**config.mk**
```make
export PLATFORM = sky130hd
export DESIGN_NAME = ld_stride_tracker
export DESIGN_NICKNAME = d
export VERILOG_FILES = /design/src/rtl/lsp_pkg.sv /design/src/rtl/stride_tbl.sv /design/src/rtl/stride_upd.sv /design/src/rtl/replica_gen.sv /design/src/rtl/ld_stride_tracker.sv
export SDC_FILE = /design/constraint.sdc
export NUM_CORES = 2
export LEC_CHECK = 0
export BUFFER_PORTS_ARGS = -buffer_cell sky130_fd_sc_hd__buf_2
export CELL_PAD_IN_SITES_DETAIL_PLACEMENT = 1
export CELL_PAD_IN_SITES_GLOBAL_PLACEMENT = 1
export CORE_ASPECT_RATIO = 1.4
export CORE_MARGIN = 2
export CORE_UTILIZATION = 48
export DETAILED_ROUTE_END_ITERATION = 10
export PLACE_DENSITY = 0.79
export SLEW_MARGIN = 15
export SYNTH_ARGS = -nofsm -noshare
export SYNTH_HDL_FRONTEND = slang
export SYNTH_SLANG_ARGS = --single-unit
```
**constraint.sdc**
```tcl
create_clock -name clk -period 16.7 [get_ports clk]
set_clock_uncertainty 0.05 [all_clocks]
set_input_delay 3.34 -clock clk [delete_from_list [all_inputs] [get_ports clk]]
set_output_delay 3.34 -clock clk [all_outputs]
set_load 0.05 [all_outputs]
```
**src/rtl/lsp_pkg.sv**
```systemverilog
package lsp_pkg;
    typedef logic [1:0] conf_t;
    localparam conf_t CONF_MAX  = 2'd3;
    localparam conf_t CONF_FIRE = 2'd2;
endpackage

```
**src/rtl/stride_tbl.sv**
```systemverilog
module stride_tbl #(
    parameter int ENTRIES = 16,
    parameter int PC_W    = 32,
    parameter int ADDR_W  = 32,
    localparam int IDX_W  = $clog2(ENTRIES)
) (
    input  logic                 clk,
    input  logic                 rst_n,
    input  logic [IDX_W-1:0]     rd_idx,
    output logic                 rd_vld,
    output logic [PC_W-1:0]      rd_tag,
    output logic [ADDR_W-1:0]    rd_last,
    output logic [ADDR_W-1:0]    rd_stride,
    output lsp_pkg::conf_t       rd_conf,
    input  logic                 wr_en,
    input  logic [PC_W-1:0]      wr_tag,
    input  logic [ADDR_W-1:0]    wr_last,
    input  logic [ADDR_W-1:0]    wr_stride,
    input  lsp_pkg::conf_t       wr_conf
);
    typedef struct packed {
        logic                vld;
        logic [PC_W-1:0]     tag;
        logic [ADDR_W-1:0]   last;
        logic [ADDR_W-1:0]   stride;
        lsp_pkg::conf_t      conf;
    } slot_t;

    slot_t slot_d [ENTRIES];
    slot_t slot_q [ENTRIES];

    // Write goes to the slot being read this cycle.
    always_comb begin
        for (int i = 0; i < ENTRIES; i++) begin
            slot_d[i] = slot_q[i];
        end
        if (wr_en) begin
            slot_d[rd_idx] = '{vld: 1'b1, tag: wr_tag, last: wr_last,
                               stride: wr_stride, conf: wr_conf};
        end
    end

    always_ff @(posedge clk) begin
        for (int i = 0; i < ENTRIES; i++) begin
            if (!rst_n) slot_q[i] <= '0;
            else        slot_q[i] <= slot_d[i];
        end
    end

    assign rd_vld    = slot_q[rd_idx].vld;
    assign rd_tag    = slot_q[rd_idx].tag;
    assign rd_last   = slot_q[rd_idx].last;
    assign rd_stride = slot_q[rd_idx].stride;
    assign rd_conf   = slot_q[rd_idx].conf;
endmodule

```
**src/rtl/stride_upd.sv**
```systemverilog
module stride_upd #(
    parameter int PC_W   = 32,
    parameter int ADDR_W = 32
) (
    input  logic               ent_vld,
    input  logic [PC_W-1:0]    ent_tag,
    input  logic [ADDR_W-1:0]  ent_last,
    input  logic [ADDR_W-1:0]  ent_stride,
    input  lsp_pkg::conf_t     ent_conf,
    input  logic [PC_W-1:0]    cur_pc,
    input  logic [ADDR_W-1:0]  cur_addr,
    output logic               hit,
    output logic [ADDR_W-1:0]  nxt_stride,
    output lsp_pkg::conf_t     nxt_conf
);
    logic [ADDR_W-1:0] delta;

    always_comb begin
        hit        = ent_vld && (ent_tag == cur_pc);
        delta      = cur_addr - ent_last;
        nxt_stride = '0;
        nxt_conf   = '0;
        if (hit) begin
            if (delta == ent_stride) begin
                nxt_stride = ent_stride;
                nxt_conf   = (ent_conf == lsp_pkg::CONF_MAX) ? ent_conf
                                                             : ent_conf + 2'd1;
            end else begin
                nxt_stride = delta;
                nxt_conf   = '0;
            end
        end
    end
endmodule

```
**src/rtl/replica_gen.sv**
```systemverilog
module replica_gen #(
    parameter int ADDR_W = 32,
    parameter int REP_N  = 4
) (
    input  logic [ADDR_W-1:0]        base,
    input  logic [ADDR_W-1:0]        stride,
    output logic [REP_N*ADDR_W-1:0]  addrs
);
    for (genvar k = 0; k < REP_N; k++) begin : g_rank
        assign addrs[k*ADDR_W +: ADDR_W] = base + stride * ADDR_W'(k + 1);
    end
endmodule

```
**src/rtl/ld_stride_tracker.sv**
```systemverilog
module ld_stride_tracker #(
    parameter int ENTRIES = 16,
    parameter int PC_W    = 32,
    parameter int ADDR_W  = 32,
    parameter int REP_N   = 4
) (
    input  logic                     clk,
    input  logic                     rst_n,
    input  logic                     req_valid,
    input  logic [PC_W-1:0]          req_pc,
    input  logic [ADDR_W-1:0]        req_addr,
    input  logic                     rep_req,
    output logic                     rsp_valid,
    output logic                     rsp_hit,
    output logic [ADDR_W-1:0]        rsp_stride,
    output logic [ADDR_W-1:0]        rsp_last_addr,
    output logic [1:0]               rsp_conf,
    output logic                     rsp_trigger,
    output logic                     rep_valid,
    output logic [REP_N*ADDR_W-1:0]  rep_addr
);
    localparam int IDX_W = $clog2(ENTRIES);

    typedef struct packed {
        logic                     valid;
        logic                     hit;
        logic [ADDR_W-1:0]        stride;
        logic [ADDR_W-1:0]        last;
        lsp_pkg::conf_t           conf;
        logic                     trig;
        logic                     rvalid;
        logic [REP_N*ADDR_W-1:0]  raddr;
    } out_t;

    out_t out_d, out_q;

    logic               e_vld;
    logic [PC_W-1:0]    e_tag;
    logic [ADDR_W-1:0]  e_last;
    logic [ADDR_W-1:0]  e_stride;
    lsp_pkg::conf_t     e_conf;
    logic               u_hit;
    logic [ADDR_W-1:0]  u_stride;
    lsp_pkg::conf_t     u_conf;
    logic [REP_N*ADDR_W-1:0] u_rep;

    stride_tbl #(.ENTRIES(ENTRIES), .PC_W(PC_W), .ADDR_W(ADDR_W)) u_tbl (
        .clk       (clk),
        .rst_n     (rst_n),
        .rd_idx    (req_pc[IDX_W-1:0]),
        .rd_vld    (e_vld),
        .rd_tag    (e_tag),
        .rd_last   (e_last),
        .rd_stride (e_stride),
        .rd_conf   (e_conf),
        .wr_en     (req_valid),
        .wr_tag    (req_pc),
        .wr_last   (req_addr),
        .wr_stride (u_stride),
        .wr_conf   (u_conf)
    );

    stride_upd #(.PC_W(PC_W), .ADDR_W(ADDR_W)) u_upd (
        .ent_vld    (e_vld),
        .ent_tag    (e_tag),
        .ent_last   (e_last),
        .ent_stride (e_stride),
        .ent_conf   (e_conf),
        .cur_pc     (req_pc),
        .cur_addr   (req_addr),
        .hit        (u_hit),
        .nxt_stride (u_stride),
        .nxt_conf   (u_conf)
    );

    // Replicas project forward from the address just seen.
    replica_gen #(.ADDR_W(ADDR_W), .REP_N(REP_N)) u_rep_gen (
        .base   (req_addr),
        .stride (u_stride),
        .addrs  (u_rep)
    );

    always_comb begin
        out_d        = out_q;
        out_d.valid  = req_valid;
        out_d.rvalid = req_valid && rep_req;
        if (req_valid) begin
            out_d.hit    = u_hit;
            out_d.stride = u_stride;
            out_d.last   = req_addr;
            out_d.conf   = u_conf;
            out_d.trig   = (u_conf >= lsp_pkg::CONF_FIRE);
            if (rep_req) out_d.raddr = u_rep;
        end
    end

    always_ff @(posedge clk) begin
        if (!rst_n) out_q <= '0;
        else        out_q <= out_d;
    end

    assign rsp_valid     = out_q.valid;
    assign rsp_hit       = out_q.hit;
    assign rsp_stride    = out_q.stride;
    assign rsp_last_addr = out_q.last;
    assign rsp_conf      = out_q.conf;
    assign rsp_trigger   = out_q.trig;
    assign rep_valid     = out_q.rvalid;
    assign rep_addr      = out_q.raddr;
endmodule

```
==> out/results.md <==
* **Post-Layout Inst Area** 90100 µm²
* **pin count of the biggest net entering global routing** 243
* **TritonRoute pass-1 iters** 6
* **RSZ-0062 raised after global routing** no
* **post-DP HPWL** 188000 µm
* **data required time at the worst endpoint** 17340 ps
* **post-placement worst setup slack** 2390 ps
* **via count** 74500
* **Clk Latency, worst-skew pair** 870 ps
* **Setup crit start kind** primary input
* **synthesized net count** 10000
* **arrival time at the worst endpoint** 14210 ps
* **WP buf/inv** 6
* **final critical-path share of the clock period** 81.3%
* **Worst slew margin** 14.9%
* **ratio of cells with drive above 1 in the final layout** 13.2%
* **total I/O pin count** 266
* **global-route wire length before repair** 481000 µm
* **Leak** 32.0 nW
* **Yosys reg bits** 1780
* **post-synthesis sequential area ratio** 43.4%
* **worst path setup slack after routing** 3130 ps
* **die area** 174000 µm²
* **Final Setup Violations** 0
* **MaxCap Viol Count** 0
* **DRC violation count after routing** 0
* **worst min-delay path category** reg -> reg
* **Total Nets Final** 9728
* **critical path fanouts, max** 67
* **f_max** 73.7 MHz
* **setup tns final** 0 ps
* **worst setup path category** in -> reg
* **main flop type after synthesis** sky130_fd_sc_hd__dfxtp_1
* **ratio of total power to cell area** 102 nW/µm²
* **Fin Hold WS** 401 ps
* **number of pins with negative max-slew slack in the final report** 0
* **count of cells resized by post-cts repair** 0
* **number of antenna violations at the first check in global routing** 11
* **Post-synth EDFFs** 0
* **RD Place Congestion** 0.895
* **average vias per placed instance** 6.26
* **master cell of the clock root buffer** sky130_fd_sc_hd__clkbuf_16
* **Finished Core Util** 53.0%
* **number of I/O port buffers** 265
* **final worst path period need** 13570 ps
* **netlist area before placement** 82100 µm²
* **TritonCTS clock tree** built
* **detail-routed net length per standard cell** 27.0 µm
* **final WL** 322000 µm
* **Hold Buf Count CTS** 0
* **gate count of the mapped netlist** 9749
* **cell with the biggest individual delay on the critical path** sky130_fd_sc_hd__o41ai_1
* **via count of the first global-routing pass** 78700
* **H-tree level count** 4
* **syn_area_per_cell** 8.42 µm²
* **cell row count** 179
* **number of setup buffers added after CTS** 0
* **remaining number of nets flagged by the antenna check after routing** 0
* **share of synthesized flip-flops with an asynchronous set or reset** 0%
* **initial cell density of the core** 48.3%
* **residual overflow from global routing** 0
* **CTS Buf Count** 174
* **cell area reported after detailed placement** 84200 µm²
* **Hold Violations, Final** 0
* **starting DRC count in detailed routing** 6691
* **peak supply drop** 0.122 mV
* **CTS clock-pin slew for the worst setup and hold paths** 70 ps
* **transition at the pin with the smallest max-transition slack** 1260 ps
* **layout overhead on the synthesized area** 9.75%
* **y dimension of the die** 493 µm
* **total clock sinks** 1780
* **Setup crit end kind** flop
* **most common cell type on the critical path** sky130_fd_sc_hd__a21oi_1
* **die width** 354 µm
* **count of cell types in the netlist** 86
* **number of synthesis warnings** 0
* **Bufs on Longest Clock Path** 3
* **run status** finished, final reports clean
* **total track usage** 36.0%
* **core area** 170000 µm²
* **maximum cell stage delay along the critical path** 1030 ps
* **Crit path max-delay family** compound AO/OA/AOI/OAI gates
[kinds of logic (layout without fill, tap and decap cells)]
group / Yosys count / in the layout / synth area share, %
buffers and inverters: 996 / 870 / 5.00
and+or+nand+nor: 3943 / 3943 / 19.2
muxes: 573 / 573 / 13.4
xor gates and xnor gates: 190 / 190 / 2.09
AOI/OAI and AO/OA: 2075 / 2075 / 13.6
DFF: 1780 / 1780 / 43.4
adders and majority gates: 192 / 192 / 3.21
other: 0 / 8 / 0
[metrics by stage]
step	power, mW	cells
global placement	5.13	11600
CTS	9.23	11900
global route	9.44	11900
floorplan	4.91	9749
finish	9.22	11900
detailed placement	5.15	11600
[state kept, by name, summed over array words and instances (netlist names)]
signal and cells:
rsp_last_addr 32, rsp_valid 1, rsp_conf 2, rep_valid 1, rsp_trigger 1, rep_addr 126, rsp_stride 32, rsp_hit 1
u_tbl.slot_q 1584
[cells in the mapped netlist (all sizes together), types with 10 or more instances]
cell type / count / area share [%]
o211ai: 19 / 0.17
buf: 189 / 1.3
o31ai: 13 / 0.12
xor2: 68 / 0.73
clkbuf: 682 / 3.1
mux2: 31 / 0.43
or3: 24 / 0.18
nand2: 3116 / 14
mux4: 421 / 12
dfxtp: 1780 / 43
fa: 33 / 0.80
o21ai: 124 / 0.89
a31oi: 22 / 0.17
a21oi: 1698 / 10
xnor2: 118 / 1.3
a21o: 50 / 0.46
nand3: 130 / 0.79
nor2: 405 / 1.9
mux2i: 121 / 1.5
and3: 50 / 0.38
a221oi: 13 / 0.14
nor2b: 44 / 0.34
a211oi: 29 / 0.27
and2: 15 / 0.11
nor3: 52 / 0.34
ha: 154 / 2.3
o21a: 10 / 0.091
o21bai: 18 / 0.16
inv: 124 / 0.57
o22ai: 21 / 0.16
nor4: 16 / 0.15
nand2b: 38 / 0.29
nand4: 15 / 0.13
[path summary, 6_finish.rpt]
path	start	to	slack, ps	cells after the start
worst min-delay path	rep_addr[43]	rep_addr[43]	400	2
worst min register to register	rep_addr[43]	rep_addr[43]	400	2
worst max-delay path	req_pc[1]	rep_addr[93]	3130	34
worst max register to register	u_tbl.slot_q[2][97]	rep_addr[93]	6480	31
[power by group]
part / switching (mW) / total, mW / internal [mW]
clock network: 1.83 / 4.14 / 2.32
logic: 0.547 / 0.744 / 0.196
registers: 0.0331 / 4.33 / 4.30
total: 2.41 / 9.22 / 6.81
[final cells by class]
| type | count | area (µm²) |
|---|---|---|
| fill | 19900 | 79900 |
| multi-input combinational | 6973 | 42700 |
| sequential | 1780 | 35600 |
| clock buffer | 250 | 4980 |
| tap | 2262 | 2830 |
| timing repair buffer | 419 | 2550 |
| clock inverter | 76 | 956 |
| inverter | 125 | 477 |
| antenna | 8 | 20.0 |
[routing by layer]
layer	GRT usage [%]	part of all wire, %	vias to the layer above
met2	62.5	49	3321
met3	5.69	7.1	1061
met1	41.6	37	37800
met5	0	0.0040	-
li1	-	-	32300
met4	22.0	6.3	2
[worst register-to-register path: cells and delay by family, from the launching register on]
family                   cells  cell delay [ps]
XOR/XNOR                     2              360
multiplexers                 1              460
AO/OA/AOI/OAI               16             4810
adder cells (fa/ha/maj)      3             1200
AND/OR/NAND/NOR              5             1970
buffers and inverters        4              910
flip-flops                   1              320
[cell usage in the layout (no fill, tap or decap), types with 33 or more instances in the layout]
cell type / Yosys / layout
sky130_fd_sc_hd__a21o_1: 50 / 50
sky130_fd_sc_hd__a21oi_1: 1698 / 1698
sky130_fd_sc_hd__and3_1: 50 / 49
sky130_fd_sc_hd__buf_2: 99 / 259
sky130_fd_sc_hd__buf_4: 17 / 154
sky130_fd_sc_hd__clkbuf_1: 682 / 42
sky130_fd_sc_hd__clkbuf_16: 0 / 174
sky130_fd_sc_hd__clkbuf_8: 0 / 35
sky130_fd_sc_hd__clkinv_2: 0 / 34
sky130_fd_sc_hd__dfxtp_1: 1780 / 1780
sky130_fd_sc_hd__fa_1: 33 / 33
sky130_fd_sc_hd__ha_1: 154 / 154
sky130_fd_sc_hd__inv_1: 124 / 123
sky130_fd_sc_hd__mux2i_1: 121 / 121
sky130_fd_sc_hd__mux4_2: 421 / 421
sky130_fd_sc_hd__nand2_1: 3115 / 3105
sky130_fd_sc_hd__nand2b_1: 38 / 38
sky130_fd_sc_hd__nand3_1: 130 / 124
sky130_fd_sc_hd__nor2_1: 404 / 390
sky130_fd_sc_hd__nor2b_1: 43 / 36
sky130_fd_sc_hd__nor3_1: 49 / 41
sky130_fd_sc_hd__o21ai_0: 90 / 90
sky130_fd_sc_hd__xnor2_1: 118 / 118
sky130_fd_sc_hd__xor2_1: 68 / 68
Note: power is estimated with default switching activity, not from simulation.
